$ cat src/rtl/tc_pkg.sv
package tc_pkg;

    // Word indices (byte offset >> 2) of the register window.
    localparam int unsigned WIX_COUNT  = 'h000;
    localparam int unsigned WIX_MATCH  = 'h001;
    localparam int unsigned WIX_PRELD  = 'h002;
    localparam int unsigned WIX_START  = 'h003;
    localparam int unsigned WIX_MASK   = 'h004;
    localparam int unsigned WIX_RAW    = 'h005;
    localparam int unsigned WIX_MSKD   = 'h006;
    localparam int unsigned WIX_CLEAR  = 'h007;
    localparam int unsigned WIX_ID0    = 'h3F8;
    localparam int unsigned ID_BYTES   = 4;

    // Identification word: config, revision, designer, part.
    function automatic logic [31:0] id_word(input logic [11:0] part,
                                            input logic [7:0]  designer);
        return {8'h00, 4'h0, designer, part};
    endfunction

endpackage

$ cat src/rtl/tc_regs.sv
module tc_regs #(
    parameter int          ADDR_W        = 12,
    parameter int          DATA_W        = 32,
    parameter logic [11:0] PART_CODE     = 12'h7C2,
    parameter logic [7:0]  DESIGNER_CODE = 8'h9D
) (
    input  logic              clk,
    input  logic              rst_n,
    input  logic [ADDR_W-1:0] bus_addr_i,
    input  logic              bus_wr_i,
    input  logic [DATA_W-1:0] bus_wdata_i,
    input  logic [DATA_W-1:0] cnt_i,
    input  logic              raw_i,
    input  logic              irq_i,
    output logic [DATA_W-1:0] match_o,
    output logic              en_o,
    output logic              mask_o,
    output logic              load_fire_o,
    output logic              clr_fire_o,
    output logic [DATA_W-1:0] bus_rdata_o
);
    import tc_pkg::*;

    localparam int WORD_W = ADDR_W - 2;

    typedef struct packed {
        logic [DATA_W-1:0] match;
        logic [DATA_W-1:0] preload;
        logic              en;
        logic              mask;
    } regs_t;

    regs_t r_d, r_q;

    logic [WORD_W-1:0] widx;
    logic              aligned;
    logic              wr_ok;
    logic [31:0]       id_val;

    assign widx    = bus_addr_i[ADDR_W-1:2];
    assign aligned = (bus_addr_i[1:0] == 2'b00);
    assign wr_ok   = bus_wr_i && aligned;
    assign id_val  = id_word(PART_CODE, DESIGNER_CODE);

    // Next-state computation for all software-visible storage.
    always_comb begin
        r_d         = r_q;
        load_fire_o = 1'b0;
        clr_fire_o  = 1'b0;
        if (wr_ok) begin
            case (widx)
                WORD_W'(WIX_MATCH): r_d.match   = bus_wdata_i;
                WORD_W'(WIX_PRELD): begin
                    r_d.preload = bus_wdata_i;
                    load_fire_o = 1'b1;
                end
                WORD_W'(WIX_START): r_d.en      = r_q.en | bus_wdata_i[0];
                WORD_W'(WIX_MASK):  r_d.mask    = bus_wdata_i[0];
                WORD_W'(WIX_CLEAR): clr_fire_o  = bus_wdata_i[0];
                default: ;
            endcase
        end
    end

    always_ff @(posedge clk or negedge rst_n) begin
        if (!rst_n) r_q <= '0;
        else        r_q <= r_d;
    end

    assign match_o = r_q.match;
    assign en_o    = r_q.en;
    assign mask_o  = r_q.mask;

    // Read multiplexer, combinational on the address.
    always_comb begin
        bus_rdata_o = '0;
        if (aligned) begin
            case (widx)
                WORD_W'(WIX_COUNT): bus_rdata_o = cnt_i;
                WORD_W'(WIX_MATCH): bus_rdata_o = r_q.match;
                WORD_W'(WIX_PRELD): bus_rdata_o = r_q.preload;
                WORD_W'(WIX_START): bus_rdata_o = DATA_W'(r_q.en);
                WORD_W'(WIX_MASK):  bus_rdata_o = DATA_W'(r_q.mask);
                WORD_W'(WIX_RAW):   bus_rdata_o = DATA_W'(raw_i);
                WORD_W'(WIX_MSKD):  bus_rdata_o = DATA_W'(irq_i);
                default: begin
                    for (int b = 0; b < ID_BYTES; b++) begin
                        if (widx == WORD_W'(WIX_ID0 + b))
                            bus_rdata_o = DATA_W'(id_val[8*b +: 8]);
                    end
                end
            endcase
        end
    end


    start_sticky_chk: assert property (@(posedge clk) disable iff (!rst_n)
        en_o |=> en_o);


    match_hold_chk: assert property (@(posedge clk) disable iff (!rst_n)
        !(bus_wr_i && bus_addr_i == ADDR_W'(WIX_MATCH << 2)) |=> $stable(match_o));

endmodule

$ cat src/rtl/tc_counter.sv
module tc_counter #(
    parameter int DATA_W = 32
) (
    input  logic              clk,
    input  logic              rst_n,
    input  logic              tick_i,
    input  logic              en_i,
    input  logic              load_fire_i,
    input  logic [DATA_W-1:0] load_val_i,
    output logic [DATA_W-1:0] cnt_o,
    output logic [DATA_W-1:0] cnt_step_o,
    output logic              step_fire_o
);

    typedef struct packed {
        logic [DATA_W-1:0] cnt;
    } cnt_t;

    cnt_t c_d, c_q;

    always_comb begin
        c_d         = c_q;
        cnt_step_o  = c_q.cnt + DATA_W'(1);
        step_fire_o = tick_i && en_i && !load_fire_i;
        if (load_fire_i)      c_d.cnt = load_val_i;
        else if (step_fire_o) c_d.cnt = cnt_step_o;
    end

    always_ff @(posedge clk or negedge rst_n) begin
        if (!rst_n) c_q <= '0;
        else        c_q <= c_d;
    end

    assign cnt_o = c_q.cnt;


    load_take_chk: assert property (@(posedge clk) disable iff (!rst_n)
        load_fire_i |=> cnt_o == $past(load_val_i));


    step_by_one_chk: assert property (@(posedge clk) disable iff (!rst_n)
        (tick_i && en_i && !load_fire_i) |=> cnt_o == $past(cnt_o) + DATA_W'(1));


    idle_hold_chk: assert property (@(posedge clk) disable iff (!rst_n)
        (!tick_i && !load_fire_i) |=> $stable(cnt_o));

endmodule

$ cat src/rtl/tc_irq.sv
module tc_irq #(
    parameter int DATA_W = 32
) (
    input  logic              clk,
    input  logic              rst_n,
    input  logic              step_fire_i,
    input  logic [DATA_W-1:0] cnt_step_i,
    input  logic [DATA_W-1:0] match_i,
    input  logic              clr_fire_i,
    input  logic              mask_i,
    output logic              raw_o,
    output logic              irq_o
);

    typedef struct packed {
        logic raw;
    } irq_t;

    irq_t s_d, s_q;
    logic hit;

    always_comb begin
        s_d = s_q;
        hit = step_fire_i && (cnt_step_i == match_i);
        if (hit)             s_d.raw = 1'b1;
        else if (clr_fire_i) s_d.raw = 1'b0;
    end

    always_ff @(posedge clk or negedge rst_n) begin
        if (!rst_n) s_q <= '0;
        else        s_q <= s_d;
    end

    assign raw_o = s_q.raw;
    assign irq_o = s_q.raw & mask_i;


    raw_hold_chk: assert property (@(posedge clk) disable iff (!rst_n)
        (raw_o && !clr_fire_i) |=> raw_o);


    set_beats_clear_chk: assert property (@(posedge clk) disable iff (!rst_n)
        (step_fire_i && cnt_step_i == match_i && clr_fire_i) |=> raw_o);


    irq_needs_mask_chk: assert property (@(posedge clk) disable iff (!rst_n)
        irq_o |-> (mask_i && raw_o));

endmodule

$ cat src/rtl/tick_clock_core.sv
module tick_clock_core #(
    parameter int          ADDR_W        = 12,
    parameter int          DATA_W        = 32,
    parameter logic [11:0] PART_CODE     = 12'h7C2,
    parameter logic [7:0]  DESIGNER_CODE = 8'h9D
) (
    input  logic              clk,
    input  logic              rst_n,
    input  logic              tick_i,
    input  logic [ADDR_W-1:0] bus_addr_i,
    input  logic              bus_wr_i,
    input  logic [DATA_W-1:0] bus_wdata_i,
    output logic [DATA_W-1:0] bus_rdata_o,
    output logic              irq_o
);

    logic [DATA_W-1:0] cnt, cnt_step, match;
    logic              en, mask, load_fire, clr_fire, step_fire, raw;

    tc_regs #(
        .ADDR_W(ADDR_W), .DATA_W(DATA_W),
        .PART_CODE(PART_CODE), .DESIGNER_CODE(DESIGNER_CODE)
    ) u_regs (
        .clk(clk), .rst_n(rst_n),
        .bus_addr_i(bus_addr_i), .bus_wr_i(bus_wr_i), .bus_wdata_i(bus_wdata_i),
        .cnt_i(cnt), .raw_i(raw), .irq_i(irq_o),
        .match_o(match), .en_o(en), .mask_o(mask),
        .load_fire_o(load_fire), .clr_fire_o(clr_fire),
        .bus_rdata_o(bus_rdata_o)
    );

    tc_counter #(.DATA_W(DATA_W)) u_counter (
        .clk(clk), .rst_n(rst_n),
        .tick_i(tick_i), .en_i(en),
        .load_fire_i(load_fire), .load_val_i(bus_wdata_i),
        .cnt_o(cnt), .cnt_step_o(cnt_step), .step_fire_o(step_fire)
    );

    tc_irq #(.DATA_W(DATA_W)) u_irq (
        .clk(clk), .rst_n(rst_n),
        .step_fire_i(step_fire), .cnt_step_i(cnt_step), .match_i(match),
        .clr_fire_i(clr_fire), .mask_i(mask),
        .raw_o(raw), .irq_o(irq_o)
    );


    status_write_inert_chk: assert property (@(posedge clk) disable iff (!rst_n)
        (!step_fire && !clr_fire) |=> $stable(raw));

endmodule

$ cat config.mk
export PLATFORM = sky130hd
export DESIGN_NAME = tick_clock_core
export DESIGN_NICKNAME = d
export VERILOG_FILES = /design/src/rtl/tc_pkg.sv /design/src/rtl/tc_regs.sv /design/src/rtl/tc_counter.sv /design/src/rtl/tc_irq.sv /design/src/rtl/tick_clock_core.sv
export SDC_FILE = /design/constraint.sdc
export NUM_CORES = 1
export LEC_CHECK = 0
export BUFFER_PORTS_ARGS = -buffer_cell sky130_fd_sc_hd__buf_2
export CAP_MARGIN = 20
export CORE_MARGIN = 5
export CORE_UTILIZATION = 63
export CTS_BUF_LIST = sky130_fd_sc_hd__clkbuf_4 sky130_fd_sc_hd__clkbuf_8 sky130_fd_sc_hd__clkbuf_16
export DETAILED_ROUTE_END_ITERATION = 10
export PLACE_DENSITY = 0.86
export SYNTH_ARGS = -nofsm -noshare
export SYNTH_HDL_FRONTEND = slang
export SYNTH_SLANG_ARGS = --single-unit
$ cat constraint.sdc
create_clock -name clk -period 5 [get_ports clk]
set_input_delay 0 -clock clk [delete_from_list [all_inputs] [get_ports clk]]
set_output_delay 0 -clock clk [all_outputs]
set_load 0.03 [all_outputs]
==> results of run 1 <==
through the flow:
step | power (W) | hold slack, ps
after floorplan | 0.0008611 | -295.6
after global placement | 0.0009081 | 52.29
after detailed placement | 0.0009110 | 67.92
after CTS | 0.001410 | 57.82
after global routing | 0.001457 | 79.25
final | 0.001403 | 69.33
cells in the final DEF (no fill, tap or decap), types with 3 or more instances in the layout:
cell type,count
sky130_fd_sc_hd__a2111oi_0,3
sky130_fd_sc_hd__a21oi_1,34
sky130_fd_sc_hd__and2_1,5
sky130_fd_sc_hd__and3_1,7
sky130_fd_sc_hd__and4_1,4
sky130_fd_sc_hd__buf_2,79
sky130_fd_sc_hd__buf_4,8
sky130_fd_sc_hd__clkbuf_8,10
sky130_fd_sc_hd__dfrtp_1,99
sky130_fd_sc_hd__dlygate4sd3_1,35
sky130_fd_sc_hd__inv_1,3
sky130_fd_sc_hd__mux2_1,3
sky130_fd_sc_hd__mux2_2,32
sky130_fd_sc_hd__mux2i_1,37
sky130_fd_sc_hd__nand2_1,127
sky130_fd_sc_hd__nand3_1,19
sky130_fd_sc_hd__nand4_1,18
sky130_fd_sc_hd__nor2_1,76
sky130_fd_sc_hd__nor3_1,12
sky130_fd_sc_hd__nor3_4,3
sky130_fd_sc_hd__nor4_1,11
sky130_fd_sc_hd__o21ai_0,45
sky130_fd_sc_hd__o21ai_1,3
sky130_fd_sc_hd__xnor2_1,44
sky130_fd_sc_hd__xor2_1,31
layout make-up:
| cell class | instances | area share |
|---|---|---|
| flip-flops and latches | 99 | 0.3496 |
| multi-input cells | 552 | 0.4868 |
| inverters | 3 | 0.001589 |
| well taps | 133 | 0.02348 |
| clock buffers | 10 | 0.01942 |
| clock inverters | 5 | 0.005473 |
| repair buffers | 122 | 0.1137 |
worst max-delay path, cell delays in order:
cell	delay [ps]
sky130_fd_sc_hd__dlygate4sd3_1	530
sky130_fd_sc_hd__buf_2	170
sky130_fd_sc_hd__or4_1	410
sky130_fd_sc_hd__nor2_1	480
sky130_fd_sc_hd__nand2_1	820
sky130_fd_sc_hd__nor2_1	370
sky130_fd_sc_hd__buf_2	240
what timing repair did:
item,4_1_cts,5_1_grt
hold buffers,35,0
hold endpoints to repair,147,0
resized for setup,0,0
flip-flops by register name (all words and copies together) (netlist names):
name,flops
u_counter.cnt_o,32
u_regs.mask_o,1
u_irq.raw_o,1
u_regs.r_q,32
u_regs.match_o,32
u_regs.en_o,1
cells by family after synthesis:
logic type      share of synthesized area
simple gates                       0.2341
compound gates                    0.09237
flops                              0.4019
xor+xnor                           0.1066
mux                                0.1240
buf+inv                           0.03898
fa+ha+maj                        0.002030
path summary, 6_finish.rpt:
| kind | end | startpoint | depth (start not counted) | slack, ps |
|---|---|---|---|---|
| max in group asynchronous | u_counter.cnt_o[27] | rst_n | 3 | 3720 |
| min in group asynchronous | u_regs.match_o[10] | rst_n | 2 | 180 |
| max reg2reg | u_irq.raw_o | u_counter.cnt_o[0] | 8 | 2180 |
| max | bus_rdata_o[25] | bus_addr_i[4] | 7 | 1960 |
| min reg2reg | u_regs.r_q[18] | u_regs.r_q[18] | 2 | 490 |
| min | u_regs.mask_o | bus_addr_i[8] | 4 | 70 |
layer usage:
layer / up-vias / share of wire / wire length (um)
li1: 2579 / - / -
met1: 2665 / 0.43 / 6972
met2: 214 / 0.48 / 7755
met3: 37 / 0.062 / 994
met4: 0 / 0.025 / 408
met5: - / 0 / 0
power breakdown:
part | internal [W] | total, W | switching (W)
clock | 0.000195 | 0.000487 | 0.000292
sequential | 0.000804 | 0.000809 | 0.00000561
combinational | 0.0000477 | 0.000107 | 0.0000591
total | 0.00105 | 0.00140 | 0.000357
==> summary.log, run 1 <==
INFO  outcome        status=complete, no violations
INFO  min_path       hold_path_class=in -> reg
INFO  place          gpl.final_weighted_congestion=0.9034
INFO  synthesis      ys_seq_elements=99
INFO  clock_tree     cts_max_path_buffers=2
INFO  power          cellPowerDensity=198.0mW/mm^2
INFO  timing         postLayoutSetupSlackWorst=1962ps
INFO  detailed_routing vias=5495
INFO  synthesis      synth.cells.most_frequent=sky130_fd_sc_hd__nand2_1, sky130_fd_sc_hd__dfrtp_1, sky130_fd_sc_hd__nor2_1
INFO  global_route   first_pass_grt_wire_length=26910um
INFO  synthesis      netlist_top_cells_area=sky130_fd_sc_hd__dfrtp_1, sky130_fd_sc_hd__nand2_1, sky130_fd_sc_hd__xnor2_1
INFO  critical_path  cp.arrival=3040ps
INFO  detailed_routing drc=0
INFO  synthesis      synthesis.nets=758
INFO  global_route   grt_max_degree=51
INFO  synthesis      yosys_warns=0
INFO  synthesis      post_synth.cell_area_avg=8.693um^2
INFO  synthesis      synth.distinct_cells=52
INFO  detailed_routing drt-wirelength-per-cell=17.46um
INFO  timing         skew=17.40ps
INFO  detailed_routing postRouteAntennaNets=0
INFO  timing         hold_vio_cnt_final=0
INFO  global_route   grt_antenna_before_repair=0
INFO  finish         fraction_of_layout_cells_with_a_size_suffix_above_1=0.1884
INFO  timing         finalSetupViolations=0
INFO  synthesis      synth.cell_area=0.006163mm^2
INFO  timing         final.min_clock_period=3038ps
INFO  clock_tree     tritoncts_clock_tree=yes
INFO  timing         finalSetupTns=0ps
INFO  clock_tree     clk-insertion-delay-late=390ps
INFO  detailed_routing detail_route.vias_per_cell=5.947
INFO  place          place_area=0.006560mm^2
INFO  die            floorplan.die.width=108.9um
INFO  die            die_h=108.9um
INFO  place          dp_cells=874
INFO  global_route   groute.layer.met1.usage=0.3842
INFO  critical_path  critical_path.max_fanout=25
INFO  synthesis      synthCells=709
INFO  synthesis      synth_top_area_frac=0.4019
INFO  detailed_routing drtIter0Drc=399
INFO  global_route   gr-total-overflow=0
INFO  timing         maxClockFrequency=329.2MHz
INFO  clock_tree     cts.reportedPaths.clkPinSlew=90ps
INFO  die            start_util=0.6394
INFO  finish         multiInputGateArea=0.003450mm^2
INFO  finish         n_antenna_cell=0
INFO  power          cellLeakagePower=3.413nW
INFO  detailed_routing drt_wl_total=16130um
INFO  die            core_area=0.009639mm^2
INFO  place          dp_worst_setup_slack=2176ps
INFO  synthesis      yosys_most_used_dff=sky130_fd_sc_hd__dfrtp_1
INFO  power          power.ir.vdd_worst=247.8uV
INFO  timing         finalCritPeriodShare=0.6076
INFO  flow_run       drv_cap=0
INFO  detailed_routing drtPass1Iterations=5
INFO  die            ioPinCount=81
INFO  global_route   grt.met2_usage=0.4719
INFO  global_route   grt.total_usage=0.2883
INFO  clock_tree     cts_setup_buffers=0
INFO  synthesis      edff_count_synth=0
INFO  timing         tightestPinTransition=1096ps
INFO  critical_path  crit_path_capture_type=output port
INFO  die            die_area=0.01186mm^2
INFO  synthesis      synth_sequential_area_ratio=0.4019
INFO  synthesis      fraction_of_registers_with_async_set_or_reset_after_synthesis=1.000
INFO  global_route   met3_usage=0.04855
INFO  timing         timing.slew.headroom=0.2677
INFO  synthesis      synth_most_common_cell=sky130_fd_sc_hd__nand2_1
INFO  die            rows=36
INFO  finish         finalNonFillerCells=924
INFO  place          dp_hpwl=10900um
INFO  clock_tree     cts.sinks=99
INFO  place          port_buffers=80
INFO  finish         layout.core_utilization=0.7352
INFO  critical_path  timing.critical_path.from_type=input port
INFO  timing         setup_repair_after_global_routing_missed_its_margin=false
INFO  critical_path  worstPathRequired=5000ps
INFO  clock_tree     htree_num_levels=3
INFO  critical_path  critPathKind=in -> out
INFO  global_route   grt-busiest-layer=met2
INFO  finish         syn2layout_area_growth=14.98%
INFO  synthesis      synth_top_area_cell=sky130_fd_sc_hd__dfrtp_1
INFO  global_route   grt_pass1_vias=5527
INFO  clock_tree     clk_root_buffer_cell=sky130_fd_sc_hd__clkbuf_8
INFO  finish         postLayoutCellArea=0.007087mm^2
INFO  finish         nNetsFinal=836
INFO  finish         seq_area=0.002477mm^2
INFO  clock_tree     tritoncts.num_buffers=9
INFO  timing         final-max-slew-violation-count=0
INFO  finish         layout.filler_cells=757
Power figures use the tool's default switching activity.
==> run 2, diff against run 1 <==
ABC_AREA = 1   (was default)
CORE_UTILIZATION = 53   (was 63)
PLACE_DENSITY = 0.77   (was 0.86)
clock period = 2.75 ns   (was 5 ns; I/O delays follow)
==> run 2 against run 1 <==
  * Synthesized area rose by 5.5%
  * Power rose by 120%
  * Final cell count rose by 32%
  * Combinational power rose by 140%
  * Sequential power rose by 87%
  * Non-clock buffer count rose by 1
  * Sequential share of layout area fell by 2.7 points
  * Utilization fell by 9.7 points
==> summary.log, run 2 <==
INFO  timing         timing.slew.headroom=0.5774 [+0.3097]
INFO  timing         final-max-slew-violation-count=0 [unchanged]
INFO  die            ioPinCount=81 [unchanged]
INFO  place          dp_hpwl=14220um [+30%]
INFO  global_route   gr-total-overflow=0 [unchanged]
INFO  die            die_h=120.8um [+11%]
INFO  finish         syn2layout_area_growth=17.98%
INFO  finish         n_antenna_cell=0 [unchanged]
INFO  synthesis      yosys_most_used_dff=sky130_fd_sc_hd__dfrtp_1
INFO  global_route   grt_antenna_before_repair=0 [unchanged]
INFO  detailed_routing postRouteAntennaNets=0 [unchanged]
INFO  timing         tightestPinTransition=633.9ps [-461.9 ps]
INFO  detailed_routing drtIter0Drc=684 [+71%]
INFO  clock_tree     cts.sinks=99 [unchanged]
INFO  synthesis      synth.distinct_cells=38 [-27%]
INFO  critical_path  worstPathRequired=3050ps [-1950 ps]
INFO  synthesis      ys_seq_elements=99 [unchanged]
INFO  critical_path  crit_path_capture_type=register
INFO  detailed_routing drt_wl_total=19800um [+23%]
INFO  clock_tree     clk_root_buffer_cell=sky130_fd_sc_hd__clkbuf_16
INFO  finish         commonest_cells_after_routing_fill_and_taps_aside=sky130_fd_sc_hd__nand2_1, sky130_fd_sc_hd__inv_1, sky130_fd_sc_hd__dfrtp_1
INFO  power          clockPowerShare=0.423 [+0.076]
INFO  global_route   grt.total_usage=0.2827 [-0.005521]
INFO  detailed_routing drt-wirelength-per-cell=16.19um [-7.2%]
INFO  die            die_area=0.01458mm^2 [+23%]
INFO  timing         finalSetupViolations=0 [unchanged]
INFO  clock_tree     cts_resized=0 [unchanged]
INFO  clock_tree     cts_max_path_buffers=2 [unchanged]
INFO  timing         hold_vio_cnt_final=0 [unchanged]
INFO  power          p_sw_frac=0.2436 [-0.01075]
INFO  power          power_report.internal_total=0.002309W [+120%]
INFO  die            core_area=0.01201mm^2 [+25%]
INFO  global_route   grt-busiest-layer=met2
INFO  power          p_sw=0.0007435W [+110%]
INFO  clock_tree     cts_setup_buffers=0 [unchanged]
INFO  clock_tree     tritoncts_clock_tree=yes
INFO  synthesis      synth_sequential_area_ratio=0.3811 [-0.02089]
INFO  synthesis      netlist_top_cells_area=sky130_fd_sc_hd__dfrtp_1, sky130_fd_sc_hd__nand2_1, sky130_fd_sc_hd__inv_1
INFO  power          cellPowerDensity=397.9mW/mm^2 [+100%]
INFO  timing         finalSetupTns=0ps [unchanged]
INFO  min_path       hold_path_class=in -> reg
INFO  power          power.ir.vdd_worst=428.1uV [+73%]
INFO  timing         maxClockFrequency=448.5MHz
INFO  finish         layout.cells.most_common=sky130_fd_sc_hd__nand2_1
INFO  synthesis      synth_top_area_cell=sky130_fd_sc_hd__dfrtp_1
INFO  clock_tree     clk-insertion-delay-late=360ps [-30 ps]
INFO  detailed_routing drc=0 [unchanged]
INFO  power          power_frac_comb=0.084 [+0.008]
INFO  timing         skew=11.44ps [-5.964 ps]
INFO  global_route   grt_pass1_vias=6386 [+16%]
INFO  timing         setup_repair_after_global_routing_missed_its_margin=false
INFO  global_route   first_pass_grt_wire_length=32600um [+21%]
INFO  synthesis      synthCells=969 [+37%]
INFO  global_route   groute.layer.met1.usage=0.3956 [+0.01144]
INFO  detailed_routing detail_route.vias_per_cell=5.504 [-7.5%]
INFO  power          share_seq_of_total_power=0.494 [-0.083]
INFO  power          cellLeakagePower=3.739nW [+9.6%]
INFO  synthesis      synth.cells.most_frequent=sky130_fd_sc_hd__nand2_1, sky130_fd_sc_hd__inv_1, sky130_fd_sc_hd__dfrtp_1
INFO  synthesis      synth_most_common_cell=sky130_fd_sc_hd__nand2_1
INFO  place          port_buffers=80 [unchanged]
INFO  critical_path  critPathKind=reg -> reg
INFO  critical_path  cp.arrival=2530ps [-510 ps]
INFO  clock_tree     cts.reportedPaths.clkPinSlew=70ps [-20 ps]
INFO  synthesis      synthesis.nets=1018 [+34%]
INFO  detailed_routing drtPass1Iterations=6 [+1]
INFO  die            rows=40 [+11%]
INFO  power          totalPowerFinal=0.003052W [+120%]
INFO  detailed_routing vias=6731 [+22%]
INFO  synthesis      synth_top_area_frac=0.3811 [-0.02089]
INFO  synthesis      synth.cell_area=0.006501mm^2 [+5.5%]
INFO  synthesis      edff_count_synth=0 [unchanged]
INFO  synthesis      fraction_of_registers_with_async_set_or_reset_after_synthesis=1.000 [unchanged]
INFO  outcome        status=complete, no violations
INFO  finish         fraction_of_layout_cells_with_a_size_suffix_above_1=0.1301 [-0.05826]
INFO  finish         layout.filler_cells=1114 [+47%]
INFO  timing         final.min_clock_period=2230ps
INFO  finish         nNetsFinal=1121 [+34%]
INFO  die            floorplan.die.width=120.8um [+11%]
INFO  synthesis      post_synth.cell_area_avg=6.709um^2 [-23%]
INFO  clock_tree     htree_num_levels=3 [unchanged]
INFO  clock_tree     tritoncts.num_buffers=9 [unchanged]
INFO  finish         seq_area=0.002477mm^2 [unchanged]
INFO  critical_path  critical_path.max_fanout=6 [-76%]
INFO  critical_path  timing.critical_path.from_type=register
INFO  flow_run       drv_cap=0 [unchanged]
INFO  finish         multiInputGateArea=0.003431mm^2 [-0.54%]
INFO  timing         finalCritPeriodShare=0.8107
INFO  global_route   met3_usage=0.06642 [+0.01787]
INFO  synthesis      yosys_warns=0 [unchanged]
INFO  die            start_util=0.5412 [-0.09816]
INFO  global_route   grt.met2_usage=0.4338 [-0.03812]
INFO  global_route   grt_max_degree=63 [+24%]
INFO  place          gpl.final_weighted_congestion=1.014 [+12%]
-- run 2: kinds of logic after synthesis --
family	share of synthesized area
flops	0.3811
xor+xnor	0.01578
compound gates	0.1467
fa+ha+maj	0.001924
buf+inv	0.09161
simple gates	0.3630
-- run 2: worst paths after layout --
| path | cells after the start | to | slack, ps | start |
|---|---|---|---|---|
| setup / recovery | 15 | u_irq.raw_o | 520 | u_counter.cnt_o[0] |
| hold / removal | 4 | u_regs.mask_o | 40 | bus_addr_i[2] |
| setup reg to reg | 15 | u_irq.raw_o | 520 | u_counter.cnt_o[0] |
| hold reg to reg | 2 | u_regs.r_q[19] | 490 | u_regs.r_q[19] |
| max in group asynchronous | 3 | u_regs.r_q[28] | 1870 | rst_n |
| min in group asynchronous | 2 | u_regs.r_q[13] | 180 | rst_n |
-- run 2: repair_timing --
action                                 CTS  global route
setup endpoints to repair                0             0
hold buffers                            33             0
endpoints found under the hold margin  127             0
-- run 2: metal layers --
layer / wire length, um / share of wire / vias to the layer above
met4: 517 / 0.026 / 0
met5: 0 / 0 / -
met2: 8641 / 0.44 / 277
met1: 8863 / 0.45 / 3066
met3: 1781 / 0.090 / 39
li1: - / - / 3349
-- run 2: cell type report --
type,instances,area share
well taps,147,0.02398
multi-input cells,715,0.4473
clock inverters,4,0.006688
flip-flops and latches,99,0.3230
repair buffers,123,0.1070
inverters,124,0.06069
clock buffers,11,0.03132
-- run 2: power by group through the flow --
| stage | combinational [W] | sequential, W | clock, W |
|---|---|---|---|
| after detailed placement | 0.000217 | 0.00153 | 0 |
| final | 0.000255 | 0.00151 | 0.00129 |
| after global placement | 0.000215 | 0.00153 | 0 |
| after global routing | 0.000288 | 0.00151 | 0.00138 |
| after CTS | 0.000255 | 0.00151 | 0.00132 |
| after floorplan | 0.000118 | 0.00152 | 0 |
-- run 2: through the flow --
step	utilization	hold slack (ps)	worst slack [ps]	cells	instance area, um^2
finish	0.6385	35.96	520.5	1223	7670
CTS	0.6385	21.67	534.9	1223	7670
global route	0.6385	61.89	292.0	1223	7670
detailed placement	0.5868	27.43	602.5	1175	7048
floorplan	-	-295.6	963.3	969	6501
global placement	0.5868	29.76	614.4	1175	7048
-- run 2: critical path, cell delays in order (launching register included) --
cell and delay [ps]:
sky130_fd_sc_hd__dfrtp_1 450, sky130_fd_sc_hd__ha_1 270, sky130_fd_sc_hd__nand2_2 130, sky130_fd_sc_hd__nor2_8 170, sky130_fd_sc_hd__nand2_4 120, sky130_fd_sc_hd__nor2_4 180, sky130_fd_sc_hd__nand2_1 70, sky130_fd_sc_hd__nand2_1 90
sky130_fd_sc_hd__nand2_1 80, sky130_fd_sc_hd__nand2_1 70, sky130_fd_sc_hd__nand2_1 50, sky130_fd_sc_hd__nor2_1 110, sky130_fd_sc_hd__nand2_1 70, sky130_fd_sc_hd__nor2_1 150, sky130_fd_sc_hd__nand3_1 110, sky130_fd_sc_hd__nand2_1 60
